## src/rtl/zct_pkg.sv

```systemverilog
package zct_pkg;
    typedef enum logic [1:0] {
        OP_APPEND = 2'd0,
        OP_LOAD   = 2'd1,
        OP_SAVE   = 2'd2,
        OP_NONE   = 2'd3
    } op_e;

    typedef enum logic [2:0] {
        S_IDLE,
        S_APPEND_WR,
        S_LINK_RD,
        S_LOAD_PTR,
        S_LOAD_FLAG,
        S_SAVE_WR,
        S_REPLY
    } state_e;

    localparam logic [2:0] TRAP_NONE     = 3'd0;
    localparam logic [2:0] TRAP_DISABLED = 3'd2;
    localparam logic [2:0] TRAP_FULL     = 3'd4;
    localparam logic [2:0] TRAP_INTERNAL = 3'd5;
endpackage

```

## src/rtl/zct_block_end.sv

```systemverilog
module zct_block_end #(
    parameter int ADDR_W     = 32,
    parameter int BLOCK_BITS = 11
) (
    input  logic [ADDR_W-1:0] addr,
    output logic              at_end
);
    localparam logic [BLOCK_BITS-1:0] LAST_SLOT =
        BLOCK_BITS'((1 << BLOCK_BITS) - 4);

    always_comb at_end = (addr[BLOCK_BITS-1:0] == LAST_SLOT);
endmodule

```

## src/rtl/zct_page_check.sv

```systemverilog
module zct_page_check #(
    parameter int ADDR_W    = 32,
    parameter int PAGE_BITS = 8
) (
    input  logic [ADDR_W-1:0] addr,
    output logic              aligned
);
    always_comb aligned = (addr[PAGE_BITS-1:0] == '0);
endmodule

```

## src/rtl/zct_ptr_state.sv

```systemverilog
module zct_ptr_state #(
    parameter int ADDR_W = 32
) (
    input  logic              clk,
    input  logic              rst_n,
    input  logic              wp_load,
    input  logic [ADDR_W-1:0] wp_next,
    input  logic              flag_load,
    input  logic              flag_next,
    input  logic              en_set,
    input  logic              en_clr,
    output logic [ADDR_W-1:0] wp,
    output logic              mark_flag,
    output logic              enabled
);
    always_ff @(posedge clk or negedge rst_n) begin
        if (!rst_n) begin
            wp        <= '0;
            mark_flag <= 1'b0;
            enabled   <= 1'b0;
        end else begin
            if (wp_load)   wp        <= wp_next;
            if (flag_load) mark_flag <= flag_next;
            if (en_set)    enabled   <= 1'b1;
            else if (en_clr) enabled <= 1'b0;
        end
    end

    // the cursor never holds an odd address
    a_r9_ptr_even: assert property (@(posedge clk) disable iff (!rst_n)
        !wp[0]);
endmodule

```

## src/rtl/zct_append_unit.sv

```systemverilog
module zct_append_unit
    import zct_pkg::*;
#(
    parameter int WORD_W     = 16,
    parameter int BLOCK_BITS = 11,
    parameter int PAGE_BITS  = 8,
    parameter int FLAG_OFS   = 6
) (
    input  logic                clk,
    input  logic                rst_n,
    input  logic                op_valid,
    input  logic [1:0]          op_code,
    input  logic [2*WORD_W-1:0] op_hdr_ptr,
    input  logic [WORD_W-1:0]   op_hdr_word,
    input  logic [2*WORD_W-1:0] op_base,
    output logic                op_ack,
    output logic                op_trap,
    output logic [2:0]          trap_code,
    output logic [WORD_W-1:0]   hdr_out,
    output logic                busy,
    output logic                enabled,
    output logic                mark_flag,
    output logic                mem_req,
    output logic                mem_we,
    output logic [2*WORD_W-1:0] mem_addr,
    output logic [2*WORD_W-1:0] mem_wdata,
    input  logic                mem_ack,
    input  logic [2*WORD_W-1:0] mem_rdata
);
    localparam int ADDR_W = 2 * WORD_W;
    localparam logic [WORD_W-1:0] LISTED = WORD_W'(1) << (WORD_W - 1);

    state_e              state_q, state_d;
    op_e                 op_q;
    logic [ADDR_W-1:0]   ptr_q, base_q, cand_q;
    logic [WORD_W-1:0]   hword_q;
    logic                res_trap_q, res_trap_d;
    logic [2:0]          res_code_q, res_code_d;
    logic                res_set, cand_load;

    logic [ADDR_W-1:0]   wp, wp_next;
    logic                wp_load, flag_load, flag_next, en_set, en_clr;
    logic                at_end, base_ok;

    zct_ptr_state #(.ADDR_W(ADDR_W)) u_ptr (
        .clk(clk), .rst_n(rst_n),
        .wp_load(wp_load), .wp_next(wp_next),
        .flag_load(flag_load), .flag_next(flag_next),
        .en_set(en_set), .en_clr(en_clr),
        .wp(wp), .mark_flag(mark_flag), .enabled(enabled)
    );

    zct_block_end #(.ADDR_W(ADDR_W), .BLOCK_BITS(BLOCK_BITS)) u_end (
        .addr(wp), .at_end(at_end)
    );

    zct_page_check #(.ADDR_W(ADDR_W), .PAGE_BITS(PAGE_BITS)) u_page (
        .addr(op_base), .aligned(base_ok)
    );

    // State register and captured operands
    always_ff @(posedge clk or negedge rst_n) begin
        if (!rst_n) begin
            state_q    <= S_IDLE;
            op_q       <= OP_NONE;
            ptr_q      <= '0;
            base_q     <= '0;
            cand_q     <= '0;
            hword_q    <= '0;
            res_trap_q <= 1'b0;
            res_code_q <= TRAP_NONE;
        end else begin
            state_q <= state_d;
            if (state_q == S_IDLE && op_valid) begin
                op_q    <= op_e'(op_code);
                ptr_q   <= op_hdr_ptr;
                base_q  <= op_base;
                hword_q <= op_hdr_word;
            end
            if (cand_load) cand_q <= mem_rdata;
            if (res_set) begin
                res_trap_q <= res_trap_d;
                res_code_q <= res_code_d;
            end
        end
    end

    // Next state, memory requests and pointer updates
    always_comb begin
        state_d    = state_q;
        mem_req    = 1'b0;
        mem_we     = 1'b0;
        mem_addr   = '0;
        mem_wdata  = '0;
        wp_load    = 1'b0;
        wp_next    = wp;
        flag_load  = 1'b0;
        flag_next  = mark_flag;
        en_set     = 1'b0;
        en_clr     = 1'b0;
        res_set    = 1'b0;
        res_trap_d = 1'b0;
        res_code_d = TRAP_NONE;
        cand_load  = 1'b0;
        unique case (state_q)
            S_IDLE: begin
                if (op_valid) begin
                    unique case (op_e'(op_code))
                        OP_APPEND: begin
                            if (!enabled) begin
                                res_set    = 1'b1;
                                res_trap_d = 1'b1;
                                res_code_d = TRAP_DISABLED;
                                state_d    = S_REPLY;
                            end else begin
                                state_d = S_APPEND_WR;
                            end
                        end
                        OP_LOAD, OP_SAVE: begin
                            if (!base_ok) begin
                                res_set    = 1'b1;
                                res_trap_d = 1'b1;
                                res_code_d = TRAP_INTERNAL;
                                state_d    = S_REPLY;
                            end else if (op_e'(op_code) == OP_LOAD) begin
                                state_d = S_LOAD_PTR;
                            end else begin
                                state_d = S_SAVE_WR;
                            end
                        end
                        default: begin
                            res_set = 1'b1;
                            state_d = S_REPLY;
                        end
                    endcase
                end
            end
            S_APPEND_WR: begin
                mem_req   = 1'b1;
                mem_we    = 1'b1;
                mem_addr  = wp;
                mem_wdata = ptr_q;
                if (mem_ack) begin
                    if (at_end) begin
                        state_d = S_LINK_RD;
                    end else begin
                        wp_load = 1'b1;
                        wp_next = wp + ADDR_W'(2);
                        res_set = 1'b1;
                        state_d = S_REPLY;
                    end
                end
            end
            S_LINK_RD: begin
                mem_req  = 1'b1;
                mem_addr = wp + ADDR_W'(2);
                if (mem_ack) begin
                    res_set = 1'b1;
                    state_d = S_REPLY;
                    if (mem_rdata == '0) begin
                        res_trap_d = 1'b1;
                        res_code_d = TRAP_FULL;
                    end else if (mem_rdata[0]) begin
                        res_trap_d = 1'b1;
                        res_code_d = TRAP_INTERNAL;
                    end else begin
                        wp_load = 1'b1;
                        wp_next = mem_rdata;
                    end
                end
            end
            S_LOAD_PTR: begin
                mem_req  = 1'b1;
                mem_addr = base_q;
                if (mem_ack) begin
                    if (mem_rdata[0]) begin
                        res_set    = 1'b1;
                        res_trap_d = 1'b1;
                        res_code_d = TRAP_INTERNAL;
                        state_d    = S_REPLY;
                    end else begin
                        cand_load = 1'b1;
                        state_d   = S_LOAD_FLAG;
                    end
                end
            end
            S_LOAD_FLAG: begin
                mem_req  = 1'b1;
                mem_addr = base_q + ADDR_W'(FLAG_OFS);
                if (mem_ack) begin
                    wp_load   = 1'b1;
                    wp_next   = cand_q;
                    flag_load = 1'b1;
                    flag_next = mem_rdata[WORD_W];
                    en_set    = 1'b1;
                    res_set   = 1'b1;
                    state_d   = S_REPLY;
                end
            end
            S_SAVE_WR: begin
                mem_req   = 1'b1;
                mem_we    = 1'b1;
                mem_addr  = base_q;
                mem_wdata = wp;
                if (mem_ack) begin
                    en_clr  = 1'b1;
                    res_set = 1'b1;
                    state_d = S_REPLY;
                end
            end
            S_REPLY: state_d = S_IDLE;
            default: state_d = S_IDLE;
        endcase
    end

    // Handshake outputs
    always_comb begin
        op_ack    = (state_q == S_REPLY);
        op_trap   = res_trap_q;
        trap_code = res_code_q;
        hdr_out   = hword_q | LISTED;
        busy      = (state_q == S_LINK_RD);
    end

    // request held stable until acknowledged
    a_r12_req_hold: assert property (@(posedge clk) disable iff (!rst_n)
        (mem_req && !mem_ack) |=> (mem_req && $stable(mem_addr) && $stable(mem_we)));

    // a plain append moves the cursor by exactly two words
    a_r5_advance: assert property (@(posedge clk) disable iff (!rst_n)
        (state_q == S_APPEND_WR && mem_ack && !at_end) |=> (wp == $past(wp) + ADDR_W'(2)));

    // a trapped operation leaves the cursor where it was
    a_r8_trap_keeps_ptr: assert property (@(posedge clk) disable iff (!rst_n)
        (op_ack && op_trap) |-> (wp == $past(wp)));

    // the marking flag survives the block jump
    a_r10_flag_kept: assert property (@(posedge clk) disable iff (!rst_n)
        (state_q == S_LINK_RD) |=> (mark_flag == $past(mark_flag)));

    // busy only while a read is outstanding
    a_r7_busy_is_read: assert property (@(posedge clk) disable iff (!rst_n)
        busy |-> (mem_req && !mem_we));
endmodule

```

## config.mk

```make
export PLATFORM = sky130hd
export DESIGN_NAME = zct_append_unit
export DESIGN_NICKNAME = d
export VERILOG_FILES = /design/src/rtl/zct_pkg.sv /design/src/rtl/zct_block_end.sv /design/src/rtl/zct_page_check.sv /design/src/rtl/zct_ptr_state.sv /design/src/rtl/zct_append_unit.sv
export SDC_FILE = /design/constraint.sdc
export NUM_CORES = 1
export LEC_CHECK = 0
export CORE_MARGIN = 1.5
export CORE_UTILIZATION = 50
export CTS_CLUSTER_SIZE = 20
export DETAILED_ROUTE_END_ITERATION = 12
export PLACE_DENSITY_LB_ADDON = 0.12
export SETUP_SLACK_MARGIN = 0.15
export SLEW_MARGIN = 30
export SYNTH_ARGS = -nofsm -noshare
export SYNTH_HDL_FRONTEND = slang
export SYNTH_SLANG_ARGS = --single-unit
export TNS_END_PERCENT = 20
```

## constraint.sdc

```tcl
create_clock -name clk -period 3.7 [get_ports clk]
set_clock_uncertainty 0.15 [all_clocks]
set_input_delay 0.925 -clock clk [delete_from_list [all_inputs] [get_ports clk]]
set_output_delay 0.925 -clock clk [all_outputs]
set_load 0.005 [all_outputs]
```

After elaboration in Yosys (flattened, before gate mapping):

Index checks and enable logic that the tools add are counted.

* register bits after elaboration: 152
* output and inout bits: 90

* multiplexer cells: 56
* $add $sub $neg: 2
* equality and inequality tests: 18
* reductions and logical operators: 15

Operators by type and width (count)
* 32-bit two-way mux: 6
* 32-bit one-hot mux with 4 select lines: 1
* 32-bit one-hot mux with 3 select lines: 1
* 32-bit one-hot mux with 2 select lines: 1
* 3-bit two-way mux: 14
* 32-bit by 2-bit adder with 32-bit output (second input constant): 1
* 32-bit by 3-bit adder with 32-bit output (second input constant): 1
* 32-bit zero test: 1
* 1-bit two-way mux: 22
* 2-bit inequality test (second input constant): 7
* 3-bit one-hot mux with 2 select lines: 2
* 3-bit one-hot mux with 4 select lines: 1
* 11-bit == test (second input constant): 1
* 3-bit == test (second input constant): 3
* 3-bit one-hot mux with 3 select lines: 1
* 8-bit zero test: 1
* 8-bit AND reduction: 1
* 3-bit by 2-bit == test with 1-bit output (second input constant): 2
* 1-bit one-hot mux with 3 select lines: 2
* 2-bit OR reduction: 3
* 5-bit OR reduction: 1
* 2-bit two-way mux: 2
* 2-bit by 1-bit inequality test with 1-bit output (second input constant): 2
* 1-bit one-hot mux with 2 select lines: 2
* other kinds (12): 12

Depth between registers and ports, before layout:

* depth in word-level cells: 6
* depth in mapped cells: 9

Hierarchy:

A second synthesis with hierarchy kept.

* cell total of the unflattened synthesis: 1109
* area total of the unflattened synthesis: 10742.8 um^2

Modules (own cells, without submodules)
* zct_append_unit: cells each 1029, times used 1, area each 9273.9 um^2
* zct_ptr_state: cells each 73, times used 1, area each 1417.6 um^2
* zct_block_end: cells each 4, times used 1, area each 32.5 um^2
* zct_page_check: cells each 3, times used 1, area each 18.8 um^2

Worst setup path after synthesis:

Ideal clock, no wire load.

* kind: reg2out
* start: reg u_ptr.wp[2]
* end: out mem_addr[31]
* data required time: 2625 ps
* buffers on the path: 0
* cell stages (with the launch flop): 7
* setup slack: 690 ps
* arrival: 1935 ps
* cell sequence: dfrtp_1 -> ha_1 -> nand4_1 -> or4_4 -> nor4_1 -> mux2_2 -> a221o_1

* cells in the longest elaborated chain, start to end: 2

Ends and longest elaborated chain
* start: declaration: RTL line zct_ptr_state.sv:12 `output logic [ADDR_W-1:0] wp,`
* start signal: assignment: RTL line zct_ptr_state.sv:22 `if (wp_load) wp <= wp_next;`
* 32-bit by 2-bit adder with 32-bit output: RTL line zct_append_unit.sv:156 `mem_addr = wp + ADDR_W'(2);`
* 32-bit one-hot mux with 4 select lines: RTL line zct_append_unit.sv:105 `unique case (state_q)`
* end: declaration: RTL line zct_append_unit.sv:25 `output logic [2*WORD_W-1:0] mem_addr,`

No other way between the ends.

Final worst setup path:

* start: reg base_q[2]
* end: out mem_addr[9]

* cells in the longest elaborated chain, start to end: 2

Ends and longest elaborated chain
* start: declaration: RTL line zct_append_unit.sv:35 `logic [ADDR_W-1:0] ptr_q, base_q, cand_q;`
* start signal: assignment: RTL line zct_append_unit.sv:77 `base_q <= op_base;`
* 32-bit by 3-bit adder with 32-bit output: RTL line zct_append_unit.sv:189 `mem_addr = base_q + ADDR_W'(FLAG_OFS);`
* 32-bit one-hot mux with 4 select lines: RTL line zct_append_unit.sv:105

No other way between the ends.

==> results.ini <==
[status]
outcome=complete, no violations

[global_route]
grt_pass1_vias=9360
grt_pass1_wl_mm=51.8
grt_max_degree=77
antenna_found_initial=0
grtUsageTotal=0.327
overflow=0

[floorplan]
die_w_um=143
die_h_um=143
core_sq_mm=0.0189
initial_core_util=0.515
io_pins=208
rows=50
die-area_sq_mm=0.0203

[worst_setup_path]
start_kind=flip-flop
critical_path_class=reg2out
critPathSlowestCell=or4_1
max_stage_delay_ps=410
path_buf_inv=4
worstPathRequired_ps=2620
crit_chain=inv_2 -> ha_4 -> nand3b_1 -> or2_4 -> buf_4 -> buf_4 -> or4_1 -> nand3_2 -> dlygate4sd2_1
cp_max_fo=4
cp-end-kind=output port
cp_top_family=simple AND/OR/NAND/NOR gates
timing.critical_path.mode_cell=buf_4
critical_path_arrival_ps=2570

[final_layout]
area_delta_synth_final_pct=40.0
n_antenna_cell=0
fillers=1551
final_nets=1540
drive_above_1_share=0.196
utilization=0.721
final_cell_area_sq_mm=0.0136

[clock_tree]
root_buffer=clkbuf_16
cts_buffers=17
clock_sinks=152
cts_tree=done
htree_levels=4
path_clk_slew_ps=60
clockBufferDepth=2
clock_latency_ps=430

[place]
dpl-instance-area_sq_mm=0.0126
pre_cts_ws_ps=83.8
routabilityCongestion=1.06
dp_hpwl_mm=23.4
io_buffers=205

[yosys]
synth-seq-cells=152
netlist_area_sq_mm=0.00973
synth_cell_types=73
yosysWarnings=0
avgSynthCellArea_sq_um=8.39
postSynth.asyncResetShare=1.00
synth_cells=1160
synth-main-ff-cell=dfrtp_1
synth_edf_count=0
syn_nets=1286
synth-seq-area-share=0.391

[power]
p_total_mw=10.1
leakagePower_nw=6.05
ir_drop_mv=0.356
p_per_area_mw_per_mm2=743

[sta]
max_freq_ghz=0.274
setup_ws_ps=55.7
final-hold-violation-count=0
slew-limit-headroom=0.410
finalCriticalPeriod_ps=3640
fin_tns_setup_ps=0
max_slew.worst_pin.slew_ps=885
slew_violations=0
rsz0062_at_grt=yes
setup_viol=0
finalCritPeriodShare=0.985

[routing]
vias=10100
first_pass_iters=5
avgViaCountPerCell=6.01
drtIter0Drc=1154
drc=0
drt_wl_total_mm=33.3
wl_per_cell_um=19.7
ant_nets=0

[min_path]
worst_hold_path_type=reg2reg

[flow_run]
cap_violations=0

-- power by group --
part | switching, mW | internal [mW] | total, mW
logic | 2.87 | 2.43 | 5.30
registers | 0.630 | 2.35 | 2.98
clock network | 0.790 | 1.05 | 1.84
-- cells in the final DEF, fill, tap and decap left out, drive strengths merged, types with 18 or more instances in the layout --
cell type        n
o21ai           41
nor3            22
nand2          292
buf            137
o22ai           22
clkbuf          22
clkdlybuf4s50  177
a22o            22
inv             27
a22oi           25
mux2i           45
dfrtp          152
nand4           21
mux2            40
nor2            76
a21oi           18
nand3           26
nor4            35
-- synth_stat cells, types with 8 or more instances --
cell | count | share of area
o2bb2ai_1 | 15 | 0.014
a221oi_1 | 9 | 0.0081
dfrtp_1 | 152 | 0.39
nand2b_1 | 8 | 0.0051
buf_2 | 21 | 0.011
and3_1 | 8 | 0.0051
xnor2_1 | 15 | 0.014
nor3_1 | 19 | 0.0098
mux2_2 | 40 | 0.046
o22ai_1 | 22 | 0.014
nor2_1 | 75 | 0.029
buf_1 | 13 | 0.0050
a22oi_1 | 25 | 0.019
and2_1 | 10 | 0.0064
ha_1 | 8 | 0.010
mux2i_1 | 45 | 0.046
o31a_1 | 8 | 0.0072
nand3_1 | 26 | 0.013
nor4_1 | 30 | 0.019
a22o_1 | 22 | 0.020
and4_1 | 9 | 0.0081
o221ai_1 | 10 | 0.0090
inv_1 | 19 | 0.0073
nand2_1 | 292 | 0.11
a21oi_1 | 18 | 0.0093
clkbuf_1 | 61 | 0.024
o21ai_0 | 40 | 0.021
nand4_1 | 19 | 0.012
-- registers in the layout (all words and copies together) (netlist names) --
register         count
u_ptr.wp            32
u_ptr.enabled        1
state_q              3
ptr_q               32
u_ptr.mark_flag      1
cand_q              32
hword_q             15
op_trap              1
base_q              32
trap_code            3
-- cell families after synthesis --
group                    Yosys count  synth area share
AO/OA/AOI/OAI                    231             0.176
XOR/XNOR                          22            0.0198
flip-flops                       152             0.391
buffers and inverters            123            0.0531
other                              1          0.000385
multiplexers                      85            0.0926
adder cells (fa/ha/maj)            8            0.0103
AND/OR/NAND/NOR                  538             0.257
-- worst min-delay path: cells and delay by family (launching register included) --
kind	cells	cell delay, ps
flip-flops	1	340
AND/OR/NAND/NOR	2	100
-- stage by stage --
step                hold slack (ps)  std cells
CTS                             328       1680
global placement                306       1631
detailed placement              311       1631
finish                          322       1687
global route                    339       1687
floorplan                       295       1160
-- repair_timing --
| action | CTS | global route |
|---|---|---|
| setup buffers | 16 | 7 |
| pin swaps | 29 | 7 |
| gates cloned | 1 | 0 |
| endpoints found under the hold margin | 0 | 0 |
| hold buffers | 0 | 0 |
| endpoints found under the setup margin | 27 | 25 |
| resized for setup | 105 | 24 |
-- worst paths after layout --
check,start,end,slack [ps],cells past startpoint
max reg2reg,state_q[0]$_DFFE_PN0P_,u_ptr.wp[7]$_DFFE_PN0P_,1020,7
max in group asynchronous,rst_n,ptr_q[14]$_DFFE_PN0P_,2270,2
min,ptr_q[20]$_DFFE_PN0P_,ptr_q[20]$_DFFE_PN0P_,320,2
max,base_q[2]$_DFFE_PN0P_,mem_addr[9],60,9
min in group asynchronous,rst_n,hword_q[8]$_DFFE_PN0P_,330,1
min reg2reg,ptr_q[20]$_DFFE_PN0P_,ptr_q[20]$_DFFE_PN0P_,320,2
-- layer usage --
layer | vias to the layer above | global-route usage | part of all wire
met2 | 577 | 0.481 | 0.43
met1 | 4810 | 0.480 | 0.44
met5 | - | 0 | 0
li1 | 4675 | - | -
met3 | 78 | 0.0596 | 0.093
met4 | 0 | 0.120 | 0.032
-- cell type report --
class                      count  area [sq um]  area share
inverter                      21          80.1     0.00588
multi-input combinational    886          5720       0.420
tap                          260           325      0.0239
clock inverter                13           155      0.0114
timing repair buffer         336          3070       0.225
clock buffer                  19           453      0.0333
sequential                   152          3810       0.280
Power figures use the tool's default switching activity.
